$ cat src/rtl/bcd_serial_pkg.sv
package bcd_serial_pkg;
    localparam int DW = 4;   // bits per decimal digit

    typedef enum logic [1:0] {
        ST_IDLE = 2'd0,
        ST_RUN  = 2'd1,
        ST_DONE = 2'd2
    } ser_state_t;
endpackage

$ cat src/rtl/bcd_digit_stage.sv
module bcd_digit_stage
    import bcd_serial_pkg::*;
(
    input  logic [DW-1:0] a,
    input  logic [DW-1:0] b,
    input  logic          cin,
    output logic [DW-1:0] s,
    output logic          cout
);
    logic [DW:0]   raw;
    logic          fix;
    logic [DW-1:0] adj;

    always_comb begin
        raw  = {1'b0, a} + {1'b0, b} + {{DW{1'b0}}, cin};
        // correction needed when binary carry or low nibble in 10..15
        fix  = raw[DW] | (raw[3] & (raw[2] | raw[1]));
        adj  = fix ? 4'd6 : 4'd0;
        s    = raw[DW-1:0] + adj;
        cout = fix;
    end
endmodule

$ cat src/rtl/bcd_shift_reg.sv
module bcd_shift_reg
    import bcd_serial_pkg::*;
#(
    parameter int DIGITS = 4,
    localparam int W = DIGITS * DW
) (
    input  logic          clk,
    input  logic          rst,
    input  logic          load,
    input  logic          shift,
    input  logic [W-1:0]  din,
    input  logic [DW-1:0] sin,
    output logic [W-1:0]  q
);
    logic [W-1:0] q_r;

    always_ff @(posedge clk) begin
        if (rst)
            q_r <= '0;
        else if (load)
            q_r <= din;
        else if (shift)
            q_r <= {sin, q_r[W-1:DW]};
    end

    assign q = q_r;
endmodule

$ cat src/rtl/bcd_serial_ctrl.sv
module bcd_serial_ctrl
    import bcd_serial_pkg::*;
#(
    parameter int DIGITS = 4
) (
    input  logic clk,
    input  logic rst,
    input  logic start,
    output logic load,
    output logic shift,
    output logic busy,
    output logic done
);
    localparam int CW = (DIGITS > 1) ? $clog2(DIGITS) : 1;
    localparam logic [CW-1:0] LAST = CW'(DIGITS - 1);

    ser_state_t      state, state_nx;
    logic [CW-1:0]   cnt;

    // state register
    always_ff @(posedge clk) begin
        if (rst)
            state <= ST_IDLE;
        else
            state <= state_nx;
    end

    // digit counter
    always_ff @(posedge clk) begin
        if (rst)
            cnt <= '0;
        else if (load)
            cnt <= '0;
        else if (shift)
            cnt <= cnt + 1'b1;
    end

    // next state
    always_comb begin
        state_nx = state;
        unique case (state)
            ST_IDLE: if (start) state_nx = ST_RUN;
            ST_RUN:  if (cnt == LAST) state_nx = ST_DONE;
            ST_DONE: state_nx = start ? ST_RUN : ST_IDLE;
            default: state_nx = ST_IDLE;
        endcase
    end

    // outputs
    always_comb begin
        load  = 1'b0;
        shift = 1'b0;
        busy  = 1'b0;
        done  = 1'b0;
        unique case (state)
            ST_IDLE: load = start;
            ST_RUN: begin
                shift = 1'b1;
                busy  = 1'b1;
            end
            ST_DONE: begin
                load = start;
                done = 1'b1;
            end
            default: ;
        endcase
    end

    // completion follows the final run cycle
    assert_done_after_run_R4: assert property (@(posedge clk) disable iff (rst)
        done |-> ($past(busy) && $past(cnt) == LAST));

    // completion lasts a single cycle
    assert_done_pulse_R4: assert property (@(posedge clk) disable iff (rst)
        done |=> !done);

    // a start during a run neither restarts the count nor ends the run
    assert_start_ignored_R6: assert property (@(posedge clk) disable iff (rst)
        (busy && start && cnt != LAST) |=> (busy && cnt == $past(cnt) + 1'b1));

    // a run begins only from an accepted start
    assert_run_entry_R3: assert property (@(posedge clk) disable iff (rst)
        $rose(busy) |-> ($past(start) && !$past(busy)));
endmodule

$ cat src/rtl/bcd_serial_adder.sv
module bcd_serial_adder
    import bcd_serial_pkg::*;
#(
    parameter int DIGITS = 4,
    localparam int W = DIGITS * DW
) (
    input  logic         clk,
    input  logic         rst,
    input  logic         start,
    input  logic         carry_in,
    input  logic [W-1:0] opa,
    input  logic [W-1:0] opb,
    output logic         busy,
    output logic         done,
    output logic [W-1:0] sum,
    output logic         carry_out
);
    logic          load, shift;
    logic [W-1:0]  a_q, b_q, r_q;
    logic [DW-1:0] dig_s;
    logic          dig_c;
    logic          carry_q;

    bcd_serial_ctrl #(.DIGITS(DIGITS)) u_ctrl (
        .clk  (clk),
        .rst  (rst),
        .start(start),
        .load (load),
        .shift(shift),
        .busy (busy),
        .done (done)
    );

    bcd_shift_reg #(.DIGITS(DIGITS)) u_opa_sr (
        .clk(clk), .rst(rst), .load(load), .shift(shift),
        .din(opa), .sin('0), .q(a_q)
    );

    bcd_shift_reg #(.DIGITS(DIGITS)) u_opb_sr (
        .clk(clk), .rst(rst), .load(load), .shift(shift),
        .din(opb), .sin('0), .q(b_q)
    );

    bcd_digit_stage u_stage (
        .a   (a_q[DW-1:0]),
        .b   (b_q[DW-1:0]),
        .cin (carry_q),
        .s   (dig_s),
        .cout(dig_c)
    );

    // result digits enter at the top and move down
    bcd_shift_reg #(.DIGITS(DIGITS)) u_res_sr (
        .clk(clk), .rst(rst), .load(1'b0), .shift(shift),
        .din('0), .sin(dig_s), .q(r_q)
    );

    // inter-digit carry flip-flop
    always_ff @(posedge clk) begin
        if (rst)
            carry_q <= 1'b0;
        else if (load)
            carry_q <= carry_in;
        else if (shift)
            carry_q <= dig_c;
    end

    assign sum       = r_q;
    assign carry_out = carry_q;

    // written digits stay decimal (operand digits assumed 0..9)
    assert_digit_range_R5: assert property (@(posedge clk) disable iff (rst)
        shift |-> (dig_s <= 4'd9));

    // idle result is held
    assert_result_hold_R7: assert property (@(posedge clk) disable iff (rst)
        (!busy && !start) |=> ($stable(sum) && $stable(carry_out)));

    // carry register takes carry_in on an accepted start
    assert_carry_seed_R9: assert property (@(posedge clk) disable iff (rst)
        (start && !busy) |=> (carry_out == $past(carry_in)));
endmodule

$ cat config.mk
export PLATFORM = sky130hd
export DESIGN_NAME = bcd_serial_adder
export DESIGN_NICKNAME = d
export VERILOG_FILES = /design/src/rtl/bcd_serial_pkg.sv /design/src/rtl/bcd_digit_stage.sv /design/src/rtl/bcd_shift_reg.sv /design/src/rtl/bcd_serial_ctrl.sv /design/src/rtl/bcd_serial_adder.sv
export SDC_FILE = /design/constraint.sdc
export NUM_CORES = 1
export LEC_CHECK = 0
export BUFFER_PORTS_ARGS = -buffer_cell sky130_fd_sc_hd__buf_2
export CAP_MARGIN = 10
export CELL_PAD_IN_SITES_DETAIL_PLACEMENT = 2
export CELL_PAD_IN_SITES_GLOBAL_PLACEMENT = 2
export CORE_UTILIZATION = 30
export CTS_CLUSTER_DIAMETER = 120
export DETAILED_ROUTE_END_ITERATION = 16
export GPL_TIMING_DRIVEN = 1
export PLACE_DENSITY = 0.84
export SLEW_MARGIN = 0
export SYNTH_ARGS = -nofsm -noshare
export SYNTH_HDL_FRONTEND = slang
export SYNTH_SLANG_ARGS = --single-unit
$ cat constraint.sdc
create_clock -name clk -period 3.2 [get_ports clk]
set_input_delay 0.16 -clock clk [delete_from_list [all_inputs] [get_ports clk]]
set_output_delay 0.16 -clock clk [all_outputs]
set_load 0.005 [all_outputs]
# ---- Yosys cells after proc, flatten, opt, wreduce, memory -nomap -nowiden
# Index checks and enable logic that the tools add are counted.
# W data, S select, Z words.
dict set report totals {
  inputBits 36
  regBits 53
  wordCells 37
}
dict set report op_classes {
  n_eq_ne 5
  n_bitwise 3
  n_addsub 4
  muxes 14
  n_reduce_logical 5
}
# operator n
set ops {}
lappend ops {{$mux W16} 4}
lappend ops {{$mux W1} 6}
lappend ops {{$pmux W2 S3} 1}
lappend ops {{$add A4 B4 Y5} 1}
lappend ops {{$add A5 B1 Y5} 1}
lappend ops {{$add A4 B4 Y4} 1}
lappend ops {{$eq A2 B2 Y1 const B} 2}
lappend ops {{$mux W2} 2}
lappend ops {{$reduce_or A2 Y1} 2}
lappend ops {{$mux W3} 1}
lappend ops {{$add A2 B1 Y2 const B} 1}
lappend ops {{$eq A2 B1 Y1 const B} 1}
lappend ops {{$logic_not A2 Y1} 1}
lappend ops {{$ne A2 B1 Y1 const B} 1}
lappend ops {{$ne A2 B2 Y1 const B} 1}
lappend ops {{$or A1 B1 Y1} 2}
lappend ops {{$reduce_and A2 Y1} 1}
lappend ops {{$reduce_bool A2 Y1} 1}
lappend ops {{$and A1 B1 Y1} 1}

# ---- Longest topological paths before layout
dict set report depth {
  word_depth 7
  mapped_depth 14
  depth_no_buf 14
}

# ---- By module
# From an unflattened synthesis, not the netlist that was laid out.
dict set report hier_totals {
  cells_unflattened 270
  area_unflattened_um2 2926.6
}
# mod instances seq_area_each_um2 area_each_um2 cells_per_inst
set modules_own_cells {}
lappend modules_own_cells {bcd_shift_reg 3 320.3 805.8 71}
lappend modules_own_cells {bcd_digit_stage 1 0.0 256.5 30}
lappend modules_own_cells {bcd_serial_ctrl 1 80.1 196.4 21}
lappend modules_own_cells {bcd_serial_adder 1 20.0 56.3 6}

# ---- Least setup slack after synthesis
# OpenSTA, ideal clock, no wires.
dict set report synth_path {
  path_kind {reg-to-reg}
  from {register carry_q, in the netlist carry_out}
  to {register u_res_sr.q_r[15], in the netlist u_res_sr.q[15]}
  setup_slack_ns 0.259
  arrival_ns 2.815
  stages_incl_launch_ff 15
  path_buffers 0
  cell_sequence {dfxtp_1 inv_1 fa_1 fa_1 xor2_1 nand2_1 a221oi_2 inv_1 ha_1 inv_1 fa_1 xnor2_1 xnor2_1 o21ai_0 nor2b_1}
}
dict set report synth_via {
  elab_chain_cells 6
}
# element line_no
set synth_rtl {}
lappend synth_rtl {{start: declaration} bcd_serial_adder.sv:22} ;# logic carry_q;
lappend synth_rtl {{start signal: assignment} bcd_serial_adder.sv:63} ;# carry_q <= carry_in;
lappend synth_rtl {{start signal: assignment} bcd_serial_adder.sv:65} ;# carry_q <= dig_c;
lappend synth_rtl {{$add A5 B1 Y5 (*)} bcd_digit_stage.sv:15} ;# raw = {1'b0, a} + {1'b0, b} + {{DW{1'b0}}, cin};
lappend synth_rtl {{$or A1 B1 Y1} bcd_digit_stage.sv:17} ;# fix = raw[DW] | (raw[3] & (raw[2] | raw[1]));
lappend synth_rtl {{$and A1 B1 Y1} bcd_digit_stage.sv:17}
lappend synth_rtl {{$or A1 B1 Y1} bcd_digit_stage.sv:17}
lappend synth_rtl {{$mux W3} bcd_digit_stage.sv:18} ;# adj = fix ? 4'd6 : 4'd0;
lappend synth_rtl {{$add A4 B4 Y4 (*)} bcd_digit_stage.sv:19} ;# s = raw[DW-1:0] + adj;
lappend synth_rtl {{end signal: assignment} bcd_shift_reg.sv:21} ;# q_r <= din;
lappend synth_rtl {{end signal: assignment} bcd_shift_reg.sv:23} ;# q_r <= {sin, q_r[W-1:DW]};
lappend synth_rtl {{end: declaration} bcd_shift_reg.sv:15} ;# logic [W-1:0] q_r;
# Every way passes the cells marked *; elsewhere a longest branch is shown, timed or not.
# A chain may end at the register's enable or synchronous reset.

# ---- Worst setup path in the final report
# Ends and elaborated chain as after synthesis.

==> run metrics <==
outcome=finished, final reports clean; clock sink count=53; area of the multi-input gates=0.00104 sq mm; Slew Limit Fails=0; CP Capture Type=register; worst reg2reg setup slack=0.21 ns; largest family of logic cells by synthesized area=simple AND/OR/NAND/NOR gates; commonest non-fill, non-tap cell in the layout=buf_2; endpoint of the worst hold path=u_opa_sr.q[15]$_SDFFE_PP0P_; RSZ-0062 raised after global routing=false; maximum VDD drop=0.202 mV; initial DRC count=27; clock network power share=31.2%; PortBufs=54; core region area=0.00698 sq mm; kind of critical path=reg -> reg; post-synthesis compound-gate area fraction=17.8%; Setup crit start kind=register; post-synthesis register bit count=53; FF-to-FF End=u_res_sr.q[15]$_SDFFE_PP0P_; DRT antenna net count=0; Worst R2R Path Depth=14; overall routed net length=6.01 mm; hold_buf cts=0; clock root buffer master=clkbuf_8; Int Pwr=1.05 mW; Slew @ Worst Pin=1.01 ns; GRT Util Overall=16.8%; Most common cell on crit path=inv_1; post-synthesis mux area share=2.25%; final hold vios=0; CP Cell Sequence=inv_1 > fa_1 > fa_2 > xor2_2 > nand2_1 > a221oi_2 > inv_1 > ha_1 > inv_1 > fa_1 > xnor2_1 > xnor2_1 > o21ai_0 > nor2b_1; vias in the first global route=2104; htree depth=2; Fill cells=819; Initial Util=31.8%; Net Sw Frac=27.7%; Comb pwr share=18.4%; CTS tree=yes; fraction of the mapped netlist area in adder cells=5.52%; die height=88.0 um; Die W=88.0 um; vias per cell=4.92; power density over the cells=541 mW/mm^2; synthesized-area fraction occupied by and/or/nand/nor cells=18.9%; Net Sw Power=0.403 mW; CTS max path bufs=2; Reg area=0.00106 sq mm; I/O pin cnt=55; GR Overflow Total=0; setup violators final=0; async set-reset flop share out of synthesis=0%; total vias in the final route=1977; DRC violation count after routing=0; CP arrival=3.14 ns; WL per Instance=14.9 um; Nets=350; setup TNS=0 ns; first-pass GRT wire length=10.1 mm; Hold Crit Start=opa[15]; Final WS setup=0.208 ns; Worst Path Required=3.35 ns; Syn Nets=303; Layout Skew=0.0120 ns; Setup Slack @ Placement=0.105 ns; cell area after synthesis=0.00222 sq mm; post-synthesis cell type count=28; dpl cell area=0.00256 sq mm; EDFF count, synth=0; hpwl dp=4.21 mm; Num CTS Buffers=5; CP max FO=3; Final Cell Area=0.00268 sq mm; fin crit period=2.99 ns; sequential fraction of the synthesis area=47.8%; DR pass1 iterations=4; Reg power frac=50.4%; Syn Inst Count=259; period utilization=93.5%; Worst-Skew Late Latency=0.31 ns; GPL Wtd Cong=0.702; die area=0.00775 sq mm; worst r2r src=carry_out$_SDFFE_PP0P_; Core Util, Final=38.4%; largest net degree at the start of global routing=54; Worst Hold Path Cells=3; most frequent cells in the layout=buf_2, nand2_1, dfxtp_1; max_slew headroom=32.7%; layout cell share with drive strength beyond 1=24.5%; Syn Area/Cell=8.57 sq um; Primary FF master, synth=dfxtp_1; initial antenna violation count=0; Max Cap Viol=0; static leakage=1.12 nW; Synthesis Warnings=0; # rows=30; worst min path class=in -> reg; Slowest Stage Delay on Critical Path=0.47 ns; Worst-path clk slew=0.10 ns; slowest CP cell=fa_1; Antenna Cells=0; FMAX=334 MHz; Synth Area in XOR/XNOR=1.97%; Synth-to-Final Area Change=20.9%
==> cell usage after synthesis, types with 8 or more instances <==
master    number  area, sq um
a21oi_1       19         95.1
buf_2          8         40.0
a22oi_1       10         75.1
clkbuf_1      11         41.3
nor2_1        29          109
a311oi_1       9         78.8
inv_1          9         33.8
o22ai_1        9         56.3
dfxtp_1       53         1060
nand2_1       53          199
nor3_1        12         60.1
==> layout make-up <==
cell class | instances | area share, %
clock buffers | 5 | 2.56
clock inverters | 2 | 1.45
inverters | 10 | 1.40
multi-input cells | 176 | 38.8
flip-flops and latches | 53 | 39.5
well taps | 96 | 4.48
repair buffers | 60 | 11.7
==> sequential cells by signal, summed over array words and instances, names as in the netlist <==
name          cells
carry_out         1
u_ctrl.cnt        2
u_ctrl.state      2
u_opa_sr.q       16
u_opb_sr.q       16
u_res_sr.q       16
==> repair_timing <==
action,CTS,global route
gates resized for setup,0,2
setup buffers,0,1
setup endpoints to repair,0,1
endpoints found under the hold margin,0,0
==> metal layers <==
layer,vias up,share of wire (%),track usage (%)
met1,953,44,20.5
met2,46,50,30.3
met3,7,3.9,3.39
li1,971,-,-
met4,0,1.2,4.11
met5,-,0,0
==> power groups by stage <==
| stage | registers (mW) | logic (mW) | clock network [mW] |
|---|---|---|---|
| 6_report | 0.732 | 0.268 | 0.453 |
| 3_5_place_dp | 0.748 | 0.263 | 0 |
| 5_1_grt | 0.739 | 0.303 | 0.499 |
| 3_3_place_gp | 0.745 | 0.251 | 0 |
| 2_1_floorplan | 0.741 | 0.179 | 0 |
| 4_1_cts | 0.734 | 0.266 | 0.472 |
==> critical path, delay by kind of cell, from the launching register on <==
family / cells / cell delay (ns)
AND/OR/NAND/NOR: 2 / 0.23
flip-flops: 1 / 0.36
buffers and inverters: 3 / 0.22
adder cells (fa/ha/maj): 4 / 1.23
XOR/XNOR: 3 / 0.46
AO/OA/AOI/OAI: 2 / 0.33
==> how the worst max path moves through the flow <==
stage	start	endpoint	slack [ns]
2_1_floorplan	carry_out$_SDFFE_PP0P_	u_res_sr.q[15]$_SDFFE_PP0P_	0.26
3_3_place_gp	carry_out$_SDFFE_PP0P_	u_res_sr.q[15]$_SDFFE_PP0P_	0.26
3_5_place_dp	carry_out$_SDFFE_PP0P_	u_res_sr.q[15]$_SDFFE_PP0P_	0.10
4_1_cts	carry_out$_SDFFE_PP0P_	u_res_sr.q[15]$_SDFFE_PP0P_	0.03
5_1_grt	carry_out$_SDFFE_PP0P_	u_res_sr.q[15]$_SDFFE_PP0P_	0.02
6_report	carry_out$_SDFFE_PP0P_	u_res_sr.q[15]$_SDFFE_PP0P_	0.21
==> through the flow <==
stage	instances	total power, mW	hold WS [ns]
2_1_floorplan	259	0.920	0.321
3_3_place_gp	394	0.996	0.407
3_5_place_dp	394	1.01	0.424
4_1_cts	401	1.47	0.0949
5_1_grt	402	1.54	0.111
6_report	402	1.45	0.103
==> logic make-up (layout without fill, tap and decap cells) <==
logic type,Yosys count,in the layout
flops,53,53
simple gates,101,101
xor+xnor,5,5
compound gates,57,57
mux,5,5
fa+ha+maj,8,8
buf+inv,30,77
No activity file was read; power rests on OpenSTA's default activity.
